==> config.mk <==
export PLATFORM = sky130hd
export DESIGN_NAME = i2c_regptr_target
export DESIGN_NICKNAME = d
export VERILOG_FILES = /design/src/rtl/i2c_rp_pkg.sv /design/src/rtl/i2c_rp_sync.sv /design/src/rtl/i2c_rp_cond.sv /design/src/rtl/i2c_rp_ptr.sv /design/src/rtl/i2c_regptr_target.sv
export SDC_FILE = /design/constraint.sdc
export NUM_CORES = 1
export LEC_CHECK = 0
export BUFFER_PORTS_ARGS = -buffer_cell sky130_fd_sc_hd__buf_2
export CORE_AREA = 2 2 67 69
export CTS_BUF_LIST = sky130_fd_sc_hd__clkbuf_8
export CTS_CLUSTER_SIZE = 25
export DETAILED_ROUTE_END_ITERATION = 10
export DIE_AREA = 0 0 69 71
export PLACE_DENSITY = 0.86
export SYNTH_ARGS = -nofsm -noshare
export SYNTH_HDL_FRONTEND = slang
export SYNTH_HIERARCHICAL = 1
export SYNTH_SLANG_ARGS = --single-unit
==> constraint.sdc <==
create_clock -name clk -period 4.84 [get_ports clk]
set_input_delay 0.484 -clock clk [delete_from_list [all_inputs] [get_ports clk]]
set_output_delay 0.484 -clock clk [all_outputs]
set_load 0.01 [all_outputs]
==> src/rtl/i2c_rp_pkg.sv <==
package i2c_rp_pkg;

   localparam int BYTE_W = 8;

   typedef enum logic [3:0] {
      ST_IDLE,
      ST_DEV,
      ST_DEV_ACK,
      ST_ADDR,
      ST_ADDR_ACK,
      ST_WDATA,
      ST_WDATA_ACK,
      ST_RDATA,
      ST_RACK,
      ST_WAIT
   } rp_state_e;

endpackage

==> src/rtl/i2c_rp_sync.sv <==
module i2c_rp_sync #(
   parameter int   STAGES  = 2,
   parameter logic RST_VAL = 1'b1
) (
   input  logic clk,
   input  logic rst_n,
   input  logic d,
   output logic q
);

   logic [STAGES-1:0] chain;

   for (genvar g = 0; g < STAGES; g++) begin : g_stage
      if (g == 0) begin : g_first
         always_ff @(posedge clk or negedge rst_n) begin
            if (!rst_n) chain[g] <= RST_VAL;
            else        chain[g] <= d;
         end
      end else begin : g_next
         always_ff @(posedge clk or negedge rst_n) begin
            if (!rst_n) chain[g] <= RST_VAL;
            else        chain[g] <= chain[g-1];
         end
      end
   end

   assign q = chain[STAGES-1];

endmodule

==> src/rtl/i2c_rp_cond.sv <==
module i2c_rp_cond (
   input  logic clk,
   input  logic rst_n,
   input  logic scl_s,
   input  logic sda_s,
   output logic scl_rise,
   output logic scl_fall,
   output logic start_ev,
   output logic stop_ev
);

   logic scl_q, sda_q;

   always_ff @(posedge clk or negedge rst_n) begin
      if (!rst_n) begin
         scl_q <= 1'b1;
         sda_q <= 1'b1;
      end else begin
         scl_q <= scl_s;
         sda_q <= sda_s;
      end
   end

   assign scl_rise = !scl_q && scl_s;
   assign scl_fall = scl_q && !scl_s;
   // data edges only count as conditions while the clock stays high
   assign start_ev = scl_q && scl_s && sda_q && !sda_s;
   assign stop_ev  = scl_q && scl_s && !sda_q && sda_s;

endmodule

==> src/rtl/i2c_rp_ptr.sv <==
module i2c_rp_ptr #(
   parameter int ADDR_W = 5
) (
   input  logic              clk,
   input  logic              rst_n,
   input  logic              load,
   input  logic [ADDR_W-1:0] load_val,
   input  logic              inc,
   output logic [ADDR_W-1:0] ptr
);

   always_ff @(posedge clk or negedge rst_n) begin
      if (!rst_n)    ptr <= '0;
      else if (load) ptr <= load_val;
      else if (inc)  ptr <= ptr + 1'b1;   // natural wrap at 2**ADDR_W
   end

endmodule

==> src/rtl/i2c_regptr_target.sv <==
module i2c_regptr_target
   import i2c_rp_pkg::*;
#(
   parameter logic [6:0] DEV_ID      = 7'b1101111,
   parameter int         ADDR_W      = 5,
   parameter int         SYNC_STAGES = 2
) (
   input  logic              clk,
   input  logic              rst_n,
   input  logic              scl_i,
   input  logic              sda_i,
   output logic              sda_oe,
   output logic [ADDR_W-1:0] reg_addr,
   output logic [7:0]        reg_wdata,
   output logic              reg_we,
   input  logic [7:0]        reg_rdata
);

   localparam int CNT_W = $clog2(BYTE_W + 1);
   localparam logic [CNT_W-1:0] LAST_BIT = CNT_W'(BYTE_W);

   if (ADDR_W < 1 || ADDR_W > BYTE_W) begin : g_bad_addr_w
      $error("ADDR_W must lie between 1 and 8");
   end
   if (SYNC_STAGES < 2) begin : g_bad_sync
      $error("SYNC_STAGES must be at least 2");
   end

   logic scl_s, sda_s;
   logic scl_rise, scl_fall, start_ev, stop_ev;

   i2c_rp_sync #(.STAGES(SYNC_STAGES), .RST_VAL(1'b1)) u_sync_scl (
      .clk(clk), .rst_n(rst_n), .d(scl_i), .q(scl_s));
   i2c_rp_sync #(.STAGES(SYNC_STAGES), .RST_VAL(1'b1)) u_sync_sda (
      .clk(clk), .rst_n(rst_n), .d(sda_i), .q(sda_s));

   i2c_rp_cond u_cond (
      .clk(clk), .rst_n(rst_n), .scl_s(scl_s), .sda_s(sda_s),
      .scl_rise(scl_rise), .scl_fall(scl_fall),
      .start_ev(start_ev), .stop_ev(stop_ev));

   rp_state_e        state;
   logic [CNT_W-1:0] bit_cnt;
   logic [7:0]       rx_sh;
   logic [7:0]       tx_sh;
   logic             dir_rd;
   logic             m_ack;

   logic byte_done;
   logic ptr_load, ptr_inc;

   assign byte_done = scl_fall && (bit_cnt == LAST_BIT);
   assign ptr_load  = !start_ev && !stop_ev && (state == ST_ADDR) && byte_done;
   assign ptr_inc   = reg_we ||
                      (!start_ev && !stop_ev && (state == ST_RDATA) && byte_done);

   i2c_rp_ptr #(.ADDR_W(ADDR_W)) u_ptr (
      .clk(clk), .rst_n(rst_n),
      .load(ptr_load), .load_val(rx_sh[ADDR_W-1:0]),
      .inc(ptr_inc), .ptr(reg_addr));

   always_ff @(posedge clk or negedge rst_n) begin
      if (!rst_n) begin
         state     <= ST_IDLE;
         bit_cnt   <= '0;
         rx_sh     <= '0;
         tx_sh     <= '0;
         dir_rd    <= 1'b0;
         m_ack     <= 1'b0;
         sda_oe    <= 1'b0;
         reg_we    <= 1'b0;
         reg_wdata <= '0;
      end else begin
         reg_we <= 1'b0;
         if (stop_ev) begin
            state  <= ST_IDLE;
            sda_oe <= 1'b0;
         end else if (start_ev) begin
            state   <= ST_DEV;
            bit_cnt <= '0;
            sda_oe  <= 1'b0;
         end else begin
            unique case (state)
               ST_DEV, ST_ADDR, ST_WDATA: begin
                  if (scl_rise) begin
                     rx_sh   <= {rx_sh[6:0], sda_s};
                     bit_cnt <= bit_cnt + 1'b1;
                  end else if (byte_done) begin
                     bit_cnt <= '0;
                     if (state == ST_DEV) begin
                        if (rx_sh[7:1] == DEV_ID) begin
                           dir_rd <= rx_sh[0];
                           sda_oe <= 1'b1;
                           state  <= ST_DEV_ACK;
                        end else begin
                           state  <= ST_WAIT;
                        end
                     end else if (state == ST_ADDR) begin
                        sda_oe <= 1'b1;
                        state  <= ST_ADDR_ACK;
                     end else begin
                        sda_oe    <= 1'b1;
                        reg_we    <= 1'b1;
                        reg_wdata <= rx_sh;
                        state     <= ST_WDATA_ACK;
                     end
                  end
               end
               ST_DEV_ACK: begin
                  if (scl_fall) begin
                     bit_cnt <= '0;
                     if (dir_rd) begin
                        tx_sh  <= reg_rdata;
                        sda_oe <= !reg_rdata[7];
                        state  <= ST_RDATA;
                     end else begin
                        sda_oe <= 1'b0;
                        state  <= ST_ADDR;
                     end
                  end
               end
               ST_ADDR_ACK, ST_WDATA_ACK: begin
                  if (scl_fall) begin
                     sda_oe  <= 1'b0;
                     bit_cnt <= '0;
                     state   <= ST_WDATA;
                  end
               end
               ST_RDATA: begin
                  if (scl_rise) begin
                     bit_cnt <= bit_cnt + 1'b1;
                  end else if (byte_done) begin
                     sda_oe <= 1'b0;
                     state  <= ST_RACK;
                  end else if (scl_fall && bit_cnt != '0) begin
                     tx_sh  <= {tx_sh[6:0], 1'b0};
                     sda_oe <= !tx_sh[6];
                  end
               end
               ST_RACK: begin
                  if (scl_rise) begin
                     m_ack <= !sda_s;
                  end else if (scl_fall) begin
                     bit_cnt <= '0;
                     if (m_ack) begin
                        tx_sh  <= reg_rdata;
                        sda_oe <= !reg_rdata[7];
                        state  <= ST_RDATA;
                     end else begin
                        state  <= ST_WAIT;
                     end
                  end
               end
               ST_IDLE, ST_WAIT: begin
                  sda_oe <= 1'b0;
               end
               default: begin
                  state  <= ST_IDLE;
                  sda_oe <= 1'b0;
               end
            endcase
         end
      end
   end

endmodule

After elaboration in Yosys (flattened, before gate mapping)
Cells that the tools add are included.
W data, S select, Z words.

storage, ports and cells
  word-level logic and storage cells = 154
  flip-flop bits (word level) = 46
  output and inout port bits = 15

cells by class
  muxes and demuxes = 57
  add/subtract/negate cells = 2
  equal/unequal tests = 34
  reduce and logical (&&, ||, !) cells = 40
  bitwise logic cells = 5

operators by type and width
  cell                   number
  $mux W4                19
  $mux W7                8
  $ne A4 B4 Y1 const B   10
  $pmux W4 S6            1
  $mux W1                22
  $pmux W7 S3            1
  $eq A4 B3 Y1 const B   4
  $pmux W4 S4            1
  $logic_and A1 B1 Y1    14
  $ne A2 B2 Y1 const B   7
  $reduce_and A7 Y1      2
  $eq A4 B4 Y1 const B   3
  $reduce_and A11 Y1     1
  $mux W5                2
  $reduce_and A10 Y1     1
  $ne A3 B3 Y1 const B   3
  $reduce_and A9 Y1      1
  $eq A4 B2 Y1 const B   2
  $logic_not A1 Y1       8
  $reduce_and A4 Y1      2
  $eq A7 B7 Y1 const B   1
  $reduce_or A3 Y1       2
  $add A5 B1 Y5 const B  1
  $ne A5 B4 Y1 const B   1
  16 further kinds       21

Depth between registers and ports, before layout
  word-level depth = 10
  gate-level depth with buffers = 9

Modules after synthesis
Netlist, hierarchy kept.

modules (own cells, without submodules)
  module             instances  area each (µm²)  cells each  seq. area each (µm²)
  i2c_regptr_target  1          2163.3           203         875.8
  i2c_rp_ptr         1          249.0            24          125.1
  i2c_rp_sync        2          52.6             2           52.6
  i2c_rp_cond        1          85.1             6           52.6

Worst setup path before layout
Ideal clock, no wire load.

  path type = register -> register
  from = register u_cond.sda_q
  to = register u_ptr.ptr[3]
  required time = 4.715 ns
  path slack = 2.587 ns
  period minus slack after synthesis = 2.253 ns
  path buffers = 2
  data arrival time = 2.129 ns
  cell stages (with the launch flop) = 9
  path through = dfstp_2 > and4b_1 > clkbuf_1 > nor2_2 > nand2_1 > or3_1 > nor2_1 > clkbuf_1 > mux2_2

RTL lines
  element                                        line                     RTL
  start: declaration                             i2c_rp_cond.sv:12        logic scl_q, sda_q;
  start signal: assignment                       i2c_rp_cond.sv:20        sda_q <= sda_s;
  $logic_not A1 Y1 *                             i2c_rp_cond.sv:28        assign stop_ev = scl_q && scl_s && !sda_q && sda_s;
  $logic_and A1 B1 Y1 * (2 in series)            i2c_rp_cond.sv:28
  net stop_ev                                    i2c_regptr_target.sv:30  logic scl_rise, scl_fall, start_ev, stop_ev;
  $logic_not A1 Y1 *                             i2c_regptr_target.sv:53  assign ptr_load = !start_ev && !stop_ev && (state == ST_ADDR) && byte_done;
  $logic_and A1 B1 Y1 * (3 in series)            i2c_regptr_target.sv:53
  net ptr_load                                   i2c_regptr_target.sv:50  logic ptr_load, ptr_inc;
  $mux W5 or $reduce_bool A2 Y1 (tied branches)  n/a
  end signal: assignment                         i2c_rp_ptr.sv:14         else if (load) ptr <= load_val;
  end signal: assignment                         i2c_rp_ptr.sv:15         else if (inc) ptr <= ptr + 1'b1;
  end: declaration                               i2c_rp_ptr.sv:9          output logic [ADDR_W-1:0] ptr

The timed path passes the listed nets; every way through them passes the cells marked *.
A chain may end at the register's enable or synchronous reset.

Worst setup path after layout
  from = register u_cond.scl_q
  to = register u_ptr.ptr[3]

RTL lines
  element                                        line                     RTL
  start: declaration                             i2c_rp_cond.sv:12
  start signal: assignment                       i2c_rp_cond.sv:19        scl_q <= scl_s;
  $logic_and A1 B1 Y1 *                          i2c_rp_cond.sv:25        assign scl_fall = scl_q && !scl_s;
  net scl_fall                                   i2c_regptr_target.sv:30
  $logic_and A1 B1 Y1 *                          i2c_regptr_target.sv:52  assign byte_done = scl_fall && (bit_cnt == LAST_BIT);
  $logic_and A1 B1 Y1 *                          i2c_regptr_target.sv:53
  net ptr_load                                   i2c_regptr_target.sv:50
  $mux W5 or $reduce_bool A2 Y1 (tied branches)  n/a

Marked as above.

==> flow_summary.ini <==
[outcome]
status = complete, no violations

[routing]
drt_wl_total_um = 5002
dr.pass1.iters = 4
drtIter0Drc = 174
vias = 1942
post_drt_wl_per_cell_um = 16.19
vias_per_cell = 6.285
antenna_left = 0
drcViolationCount = 0

[grt]
grtUsageTotal = 0.2174
grt_pass1_vias = 1807
grt_pass1_wl_um = 8583
gr-total-overflow = 0
antenna_found_initial = 0
grt_max_degree = 47

[critical_path]
arrival_ns = 2.99
r2r_start = u_cond/scl_q$_DFF_PN1_
crit_type = flip-flop to flip-flop
worst_setup_path_start_kind = flip-flop
r2r-end = u_ptr/ptr[3]$_DFFE_PN0P_
worstPathCellList = nor2b_1, and4b_1, nand2_1, or3_1, nor2_1, mux2_2
slowest_delay_ns = 0.54
critPathBufInv = 0
end_kind = flip-flop
crit_family = simple AND/OR/NAND/NOR gates
path_max_fanout = 9
cp_slowest_cell = dfstp_2
worstPathRequired_ns = 5.03
worstRegToRegCells = 6
reg2reg_slack_ns = 2.04

[flow_run]
drv_cap = 0

[synthesis]
ys_warn_count = 6
synth_nets = 252
synth-edff-count = 0
ys_seq_area_frac = 0.4452
ys.flop_type = dfrtp_1
yosys-top-cells-area = dfrtp_1, mux2_2, dfstp_2, mux2_1, mux2_4
synthCells = 237
synthArstFlopShare = 1.000
netlist.area_leader.share = 0.3846
ys_types = 60
netlist_area_sq_um = 2602
synth_top_area_cell = dfrtp_1
avgSynthCellArea_sq_um = 10.98
ys_ff_latch = 46

[sta]
worst_pin_slew_ns = 0.9766
setup_viol = 0
final-max-slew-violation-count = 0
slew_headroom = 0.3489
final.setup.tns_ns = 0
hold_viol = 0
max_freq_ghz = 0.3569
finalClockSkew_ns = 0.004904
finalCriticalPeriod_ns = 2.802
fin_crit_sh = 0.5789
rsz0062_at_grt = no

[power_and_ir_drop]
p_leak_uw = 0.001292
power_uw = 1346
ir_drop_mv = 0.2987
power_density_nw_per_um2 = 479.4

[final_layout]
fin_area_sq_um = 2808
area_growth_pct = 7.885
stdcell_count = 309
multi_input_area_sq_um = 1336
nets = 271
register_area_sq_um = 1159
antenna_cells = 0
drive_gt1_frac = 0.2763
fin_util = 0.6679
fillers = 326

[clocking]
cts_made_buffers = 5
clk_path_buf_depth = 2
cts_tree = done
ctsRootBufferMaster = clkbuf_8
cts_setup_buffers = 0
hold_buffers = 0
cts_sinks = 46
postCtsResizedCells = 0
clk_pin_slew_ns = 0.08
clk_latency_ns = 0.30
htree_num_levels = 2

[die]
ios = 27
die_area_sq_um = 4899
die_h_um = 71
rows = 24
die_w_um = 69
floorplan.initialDensity = 0.6190
core_sq_um = 4204

[place]
place_inst = 301
port_buffers = 26
place_area_sq_um = 2720
hpwl_um = 3532
gp_congestion = 0.9296

[hold_path]
hold_class = primary input to flip-flop
hold_end = u_sync_scl/chain[0]$_DFF_PN1_
min-delay-start = scl_i
holdPathStages = 1
[cells in the mapped netlist (6+ instances only)]
cell type / count
a21oi_1: 8
buf_2: 8
dfrtp_1: 40
dfstp_2: 6
inv_1: 7
mux2_1: 10
mux2_2: 16
mux2_4: 6
nand2_1: 21
nor2_1: 10
o21ai_0: 6
o21ai_1: 7
[metrics by stage]
stage | setup WS (ns) | hold slack, ns
4_1_cts | 2.116 | 0.2749
6_report | 2.038 | 0.2820
3_3_place_gp | 2.276 | 0.3466
5_1_grt | 1.875 | 0.2640
3_5_place_dp | 2.135 | 0.3475
2_1_floorplan | 2.587 | 0.1884
[state kept, by name, indices dropped and copies added, names as in the netlist, 4 cells and up]
signal	cells
tx_sh	7
bit_cnt	4
state	4
rx_sh	8
u_ptr/ptr	5
reg_wdata	8
[power breakdown]
group | leakage, uW | switching, uW | internal [uW] | total (uW)
logic | 0.000650 | 225 | 250 | 476
clock network | 0.0000483 | 126 | 102 | 228
registers | 0.000594 | 168 | 474 | 642
[worst max path at each step]
stage	to	cells after the start	slack (ns)	from
after floorplan	u_ptr/ptr[3]$_DFFE_PN0P_	8	2.59	u_cond/sda_q$_DFF_PN1_
after global placement	u_ptr/ptr[3]$_DFFE_PN0P_	6	2.28	u_cond/scl_q$_DFF_PN1_
after detailed placement	u_ptr/ptr[3]$_DFFE_PN0P_	6	2.14	u_cond/scl_q$_DFF_PN1_
after CTS	u_ptr/ptr[3]$_DFFE_PN0P_	6	2.12	u_cond/scl_q$_DFF_PN1_
after global routing	u_ptr/ptr[3]$_DFFE_PN0P_	6	1.87	u_cond/scl_q$_DFF_PN1_
final	u_ptr/ptr[3]$_DFFE_PN0P_	6	2.04	u_cond/scl_q$_DFF_PN1_
[layer usage]
layer	wire length [um]	track usage	up-vias	share of wire
met3	295	0.04131	11	0.059
met4	92	0.06536	0	0.018
li1	-	-	914	-
met1	2248	0.3056	938	0.45
met5	0	0	-	0
met2	2365	0.3462	79	0.47
[cells in the final DEF, fill, tap and decap left out, types with 7 or more instances in the layout]
master / instances
dfrtp_1: 40
buf_2: 26
nand2_1: 21
mux2_2: 16
nor2_1: 10
mux2_1: 10
a21oi_1: 8
inv_1: 7
o21ai_1: 7
[logic make-up (layout without fill, tap and decap cells)]
| family | Yosys count | count (layout) | share of synthesized area |
|---|---|---|---|
| buf+inv | 22 | 42 | 0.04134 |
| mux | 36 | 36 | 0.1625 |
| xor+xnor | 5 | 5 | 0.01683 |
| compound gates | 49 | 49 | 0.1274 |
| simple gates | 76 | 76 | 0.1923 |
| fa+ha+maj | 3 | 3 | 0.01442 |
| flops | 46 | 46 | 0.4452 |
[worst reg2reg max path, stage by stage (launching register included)]
cell     delay (ns)
dfstp_2        0.54
nor2b_1        0.53
and4b_1        0.34
nand2_1        0.11
or3_1          0.36
nor2_1         0.42
mux2_2         0.40
[final cells by class]
| type | count | share of cell area |
|---|---|---|
| Multi-Input combinational cell | 169 | 0.4759 |
| Sequential cell | 46 | 0.4127 |
| Timing Repair Buffer | 26 | 0.04635 |
| Clock buffer | 5 | 0.02451 |
| Tap cell | 52 | 0.02317 |
| Inverter | 8 | 0.01070 |
| Clock inverter | 3 | 0.006684 |
(Power assumes the default switching activity.)
